$ cat config.mk
export PLATFORM = sky130hd
export DESIGN_NAME = spec_load_buffer
export DESIGN_NICKNAME = d
export VERILOG_FILES = /design/src/rtl/slb_pkg.sv /design/src/rtl/slb_oldest_pick.sv /design/src/rtl/slb_addr_cam.sv /design/src/rtl/spec_load_buffer.sv
export SDC_FILE = /design/constraint.sdc
export NUM_CORES = 1
export LEC_CHECK = 0
export ABC_AREA = 0
export BUFFER_PORTS_ARGS = -buffer_cell sky130_fd_sc_hd__buf_2
export CAP_MARGIN = 30
export CORE_ASPECT_RATIO = 1.5
export CORE_MARGIN = 2
export CORE_UTILIZATION = 63
export CTS_CLUSTER_SIZE = 20
export DETAILED_ROUTE_END_ITERATION = 10
export PLACE_DENSITY = 0.84
export RECOVER_POWER = 50
export SYNTH_ARGS = -nofsm -noshare
export SYNTH_HDL_FRONTEND = slang
export SYNTH_SLANG_ARGS = --single-unit
$ cat constraint.sdc
create_clock -name clk -period 12.7 [get_ports clk]
set_input_delay 0.635 -clock clk [delete_from_list [all_inputs] [get_ports clk]]
set_output_delay 0.635 -clock clk [all_outputs]
set_load 0.01 [all_outputs]
$ cat src/rtl/slb_pkg.sv
package slb_pkg;
    typedef enum logic [1:0] {
        ST_EMPTY = 2'd0,
        ST_OPEN  = 2'd1,
        ST_FULL  = 2'd2
    } occ_state_e;
endpackage

$ cat src/rtl/slb_oldest_pick.sv
// Finds the first set request bit scanning forward from the head slot,
// i.e. the oldest requester in program order. DEPTH must be a power of two.
module slb_oldest_pick #(
    parameter int DEPTH = 8,
    localparam int PW = $clog2(DEPTH)
) (
    input  logic [DEPTH-1:0] req,
    input  logic [PW-1:0]    head,
    output logic             found,
    output logic [PW-1:0]    idx
);
    logic [PW-1:0] cand;

    always_comb begin
        found = 1'b0;
        idx   = head;
        cand  = head;
        for (int k = 0; k < DEPTH; k++) begin
            cand = head + PW'(k);
            if (!found && req[cand]) begin
                found = 1'b1;
                idx   = cand;
            end
        end
    end
endmodule

$ cat src/rtl/slb_addr_cam.sv
// Parallel compare of one probe address against every live slot.
module slb_addr_cam #(
    parameter int DEPTH  = 8,
    parameter int ADDR_W = 32
) (
    input  logic [DEPTH-1:0]        live,
    input  logic [DEPTH*ADDR_W-1:0] addrs,
    input  logic                    probe_valid,
    input  logic [ADDR_W-1:0]       probe_addr,
    output logic [DEPTH-1:0]        hit
);
    for (genvar g = 0; g < DEPTH; g++) begin : g_cmp
        assign hit[g] = probe_valid && live[g] &&
                        (addrs[g*ADDR_W +: ADDR_W] == probe_addr);
    end
endmodule

$ cat src/rtl/spec_load_buffer.sv
module spec_load_buffer
    import slb_pkg::*;
#(
    parameter int DEPTH  = 8,
    parameter int ADDR_W = 32,
    parameter int TAG_W  = 6
) (
    input  logic              clk,
    input  logic              rst_n,
    input  logic              strict_order,
    input  logic              alloc_valid,
    input  logic [ADDR_W-1:0] alloc_addr,
    input  logic [TAG_W-1:0]  alloc_tag,
    output logic              alloc_ready,
    input  logic              perm_valid,
    input  logic [TAG_W-1:0]  perm_tag,
    input  logic              snoop_valid,
    input  logic [ADDR_W-1:0] snoop_addr,
    output logic              squash_valid,
    output logic [TAG_W-1:0]  squash_tag,
    output logic              retire_valid,
    output logic [TAG_W-1:0]  retire_tag
);
    localparam int PW = $clog2(DEPTH);

    // Slot storage
    logic [DEPTH-1:0]        valid_q, ord_q, valid_n;
    logic [DEPTH*ADDR_W-1:0] addr_q;
    logic [TAG_W-1:0]        tag_q [DEPTH];
    logic [PW-1:0]           head_q, tail_q, head_n, tail_n;
    occ_state_e              state_q, state_n;

    // Per-slot decode
    logic [DEPTH-1:0] perm_hit, snoop_hit, kill, eligible;
    logic [PW-1:0]    age [DEPTH];
    logic             sq_found, rt_found, hd_found, alloc_go;
    logic [PW-1:0]    sq_idx, rt_idx, hd_idx, sq_age;

    slb_addr_cam #(.DEPTH(DEPTH), .ADDR_W(ADDR_W)) u_cam (
        .live(valid_q), .addrs(addr_q), .probe_valid(snoop_valid),
        .probe_addr(snoop_addr), .hit(snoop_hit)
    );

    // Oldest conflicting record
    slb_oldest_pick #(.DEPTH(DEPTH)) u_pick_squash (
        .req(snoop_hit), .head(head_q), .found(sq_found), .idx(sq_idx)
    );

    assign sq_age = sq_idx - head_q;

    for (genvar g = 0; g < DEPTH; g++) begin : g_slot
        assign age[g]      = PW'(g) - head_q;
        assign perm_hit[g] = perm_valid && valid_q[g] && (tag_q[g] == perm_tag);
        assign kill[g]     = sq_found && valid_q[g] && (age[g] >= sq_age);
        assign eligible[g] = valid_q[g] && (ord_q[g] || perm_hit[g]) && !kill[g]
                             && (!strict_order || (PW'(g) == head_q));
    end

    // Oldest record allowed to leave
    slb_oldest_pick #(.DEPTH(DEPTH)) u_pick_retire (
        .req(eligible), .head(head_q), .found(rt_found), .idx(rt_idx)
    );

    assign alloc_ready = (state_q != ST_FULL) && !sq_found;
    assign alloc_go    = alloc_valid && alloc_ready;

    always_comb begin
        valid_n = valid_q & ~kill;
        if (rt_found) valid_n[rt_idx] = 1'b0;
        if (alloc_go) valid_n[tail_q] = 1'b1;
        if (sq_found)      tail_n = sq_idx;
        else if (alloc_go) tail_n = tail_q + PW'(1);
        else               tail_n = tail_q;
    end

    // Next oldest live record after this cycle's updates
    slb_oldest_pick #(.DEPTH(DEPTH)) u_pick_head (
        .req(valid_n), .head(head_q), .found(hd_found), .idx(hd_idx)
    );

    assign head_n = hd_found ? hd_idx : tail_n;

    always_comb begin
        unique case (state_q)
            ST_EMPTY: state_n = alloc_go ? (valid_n[tail_n] ? ST_FULL : ST_OPEN) : ST_EMPTY;
            ST_OPEN:  state_n = !hd_found ? ST_EMPTY : (valid_n[tail_n] ? ST_FULL : ST_OPEN);
            ST_FULL:  state_n = !hd_found ? ST_EMPTY : (valid_n[tail_n] ? ST_FULL : ST_OPEN);
            default:  state_n = ST_EMPTY;
        endcase
    end

    // State and slot register process
    always_ff @(posedge clk) begin
        if (!rst_n) begin
            state_q <= ST_EMPTY;
            valid_q <= '0;
            ord_q   <= '0;
            head_q  <= '0;
            tail_q  <= '0;
        end else begin
            state_q <= state_n;
            valid_q <= valid_n;
            head_q  <= head_n;
            tail_q  <= tail_n;
            ord_q   <= ord_q | perm_hit;
            if (alloc_go) ord_q[tail_q] <= 1'b0;
        end
    end

    always_ff @(posedge clk) begin
        if (alloc_go) begin
            addr_q[tail_q*ADDR_W +: ADDR_W] <= alloc_addr;
            tag_q[tail_q]                   <= alloc_tag;
        end
    end

    // Output process
    always_ff @(posedge clk) begin
        if (!rst_n) begin
            squash_valid <= 1'b0;
            squash_tag   <= '0;
            retire_valid <= 1'b0;
            retire_tag   <= '0;
        end else begin
            squash_valid <= sq_found;
            squash_tag   <= sq_found ? tag_q[sq_idx] : '0;
            retire_valid <= rt_found;
            retire_tag   <= rt_found ? tag_q[rt_idx] : '0;
        end
    end

    AST_EMPTY_NO_LIVE: assert property (@(posedge clk) disable iff (!rst_n)
        state_q == ST_EMPTY |-> valid_q == '0);
    AST_FULL_BLOCKS: assert property (@(posedge clk) disable iff (!rst_n)
        state_q == ST_FULL |-> !alloc_ready);
    AST_HEAD_LIVE: assert property (@(posedge clk) disable iff (!rst_n)
        state_q != ST_EMPTY |-> valid_q[head_q]);
    AST_SQUASH_FOLLOWS_HIT: assert property (@(posedge clk) disable iff (!rst_n)
        (|snoop_hit) |=> squash_valid);
    AST_NO_SQUASH_WITHOUT_SNOOP: assert property (@(posedge clk) disable iff (!rst_n)
        squash_valid |-> $past(snoop_valid));
    AST_STRICT_HEAD_ONLY: assert property (@(posedge clk) disable iff (!rst_n)
        (strict_order && rt_found) |-> rt_idx == head_q);
endmodule

==> qor.csv <==
metric,value,unit
status,"finished, violations left",
failing checks,"capacitance limit, slew limit",
TritonCTS clock tree,built,
pwr/cell area,235,nW/um2
global-route wire length before repair,118000,um
"EDFF count, synth",304,
Final setup violation count,0,
ANT cells,0,
die footprint,35800,um2
First-pass DRT Iterations,9,
Core ar.,34000,um2
syn_area_per_cell,10.3,um2
R2R Setup Slk,1.62,ns
"commonest non-fill, non-tap cells in the layout","edfxtp_1 (304), xor2_1 (232), nor2_1 (223), nand2_1 (164), nor4_1 (96)",
Placer Congestion,1.01,
1st-iter DRT viols,2228,
Sink Count,342,
max-cap viol count,7,
num rows,83,
Max Slew Vio Count,202,
vias per inst,7.12,
maximum VDD drop,0.292,mV
"Reg clk slew, reported paths",0.08,ns
Total Power,5.52,mW
R2R depth,32,
Max stage delay on crit path,0.80,ns
"commonest non-fill, non-tap cell in the layout",edfxtp_1,
Post-DP HPWL,60100,um
slew margin rel.,-115,%
Hold Crit Endpoint,tag_q[3][1]$_DFFE_PP_,
"Slowest-stage cell, CP",a21boi_4,
Post-synth top flop,edfxtp_1,
initial antenna violation count,0,
largest net degree at the start of global routing,40,
DRT antenna net count,0,
post-CTS setup buffers,0,
type of the worst min-delay path,input port to register,
Async SR Flop Fraction,0,%
Total Routing Usage GR,45.4,%
Yosys Warn Count,0,
Tightest Pin Transition,3.18,ns
shortest period the worst path allows,11.08,ns
Mapped Cells,2091,
Leakage,7.42,nW
WP data required,13.10,ns
crit-path max FO,26,
# hold bufs at CTS,0,
Final Skew,0.0369,ns
vias in the first global route,18357,
Yosys reg bits,342,
clk_lat worst skew,0.54,ns
vias,18460,
Synth Net Count,2199,
CTS Root Cell,clkbuf_16,
GRT overflow,0,
Setup CP Type,register to register,
I/O Buffers,96,
DRC,0,
WHS Path Cells,1,
Num CTS Buffers,34,
DR WL/cell,31.2,um
final wirelength,80900,um
period utilization,87.3,%
RSZ-0062 raised after global routing,false,
Initial Util,63.6,%
Worst setup EP type,register,
Final Hold Fails,0,
Sum Neg Setup Slack,0,ns
Die Wd,155,um
"Distinct cells, synth",105,
share of cells above drive strength 1,11.1,%
I/O pins,97,
depth of the CTS H-tree,2,
register area share after synthesis,45.8,%
Area Overhead vs Synth,8.62,%
fillers,2488,
CP Launch Type,register,
Max Root-Sink Buffers,3,
"Arr. time, crit path",11.49,ns
fmax,90.2,MHz
Crit Reg-Reg Startpoint,head_q[1]$_SDFFE_PN0P_,
Synth Cell Area,21600,um2
Die H,231,um
Hold Crit Start,alloc_tag[1],
Nets,2252,
worst r2r dst,head_q[0]$_SDFFE_PN0P_,
post-cts sizing count,0,
==> state kept, by name (all words and copies together) (netlist names), 2 cells and up <==
signal / cells
tag_q: 48
ord_q: 8
addr_q: 256
state_q: 2
tail_q: 3
squash_tag: 6
retire_tag: 6
head_q: 3
valid_q: 8
==> cells by family after synthesis <==
logic type,count (synthesis),synth area share [%]
xor+xnor,308,12.5
compound gates,318,11.1
flops,342,45.8
mux,63,4.34
simple gates,873,21.2
fa+ha+maj,26,1.54
buf+inv,161,3.40
==> critical path: cells and delay by family, from the launching register on <==
kind,cells,cell delay [ns]
buffers and inverters,5,1.29
adders and majority gates,3,1.27
muxes,2,0.97
DFF,1,0.33
and+or+nand+nor,10,3.28
AOI/OAI and AO/OA,11,3.62
xor gates and xnor gates,1,0.14
==> how the worst max path moves through the flow <==
stage	start	to	slack (ns)	cells past startpoint
global placement	snoop_addr[29]	head_q[0]$_SDFFE_PN0P_	1.53	36
finish	head_q[1]$_SDFFE_PN0P_	head_q[0]$_SDFFE_PN0P_	1.62	32
floorplan	head_q[0]$_SDFFE_PN0P_	head_q[0]$_SDFFE_PN0P_	3.01	42
CTS	head_q[1]$_SDFFE_PN0P_	head_q[0]$_SDFFE_PN0P_	1.86	32
global route	head_q[1]$_SDFFE_PN0P_	head_q[0]$_SDFFE_PN0P_	1.02	36
detailed placement	snoop_addr[29]	head_q[0]$_SDFFE_PN0P_	1.53	35
==> routing by layer <==
| metal | vias up | global-route usage [%] | wire length [um] |
|---|---|---|---|
| li1 | 7780 | - | - |
| met1 | 8689 | 48.4 | 24600 |
| met2 | 1483 | 75.7 | 38700 |
| met3 | 508 | 7.58 | 7470 |
| met4 | 0 | 43.4 | 10000 |
| met5 | - | 0 | 0 |
==> synth_stat cells, types with 17 or more instances <==
cell	n	area share [%]
edfxtp_1	304	42
xor2_1	232	9.4
nor2_1	224	3.9
nand2_1	164	2.9
and2_1	151	4.4
nor4_1	96	2.8
xnor2_1	75	3.0
clkbuf_1	73	1.3
a21oi_1	56	1.3
nor3_1	49	1.1
o21ai_0	41	0.95
nand4_1	40	1.2
dfxtp_1	38	3.5
a211oi_1	37	1.3
inv_1	36	0.63
nand3_1	36	0.83
mux2i_1	32	1.5
ha_1	25	1.4
buf_2	23	0.53
mux4_2	18	1.9
a31oi_1	17	0.49
==> cell type report <==
type	instances	area [um2]	share of cell area, %
tap	425	532	2.27
inverter	38	143	0.608
clock buffer	37	862	3.68
timing repair buffer	140	737	3.14
multi-input combinational	1588	11000	46.8
sequential	342	9890	42.2
clock inverter	23	300	1.28
==> per-stage QoR <==
step	instance area (um2)	utilization (%)	hold WS, ns	std cells	setup slack [ns]
after global placement	22400	65.9	0.573	2530	1.53
after CTS	23500	69.3	0.357	2592	1.86
after detailed placement	22400	65.9	0.583	2532	1.53
after global routing	23400	69.0	0.469	2593	1.02
final	23400	69.0	0.448	2593	1.62
after floorplan	21600	-	0.476	2091	3.01
==> where the power goes <==
group / leakage (nW) / internal, mW / switching (mW)
Combinational: 4.20 / 0.961 / 2.04
Clock: 0.567 / 0.622 / 0.458
Sequential: 2.65 / 1.37 / 0.0725
No activity file was read; power rests on OpenSTA's default activity.
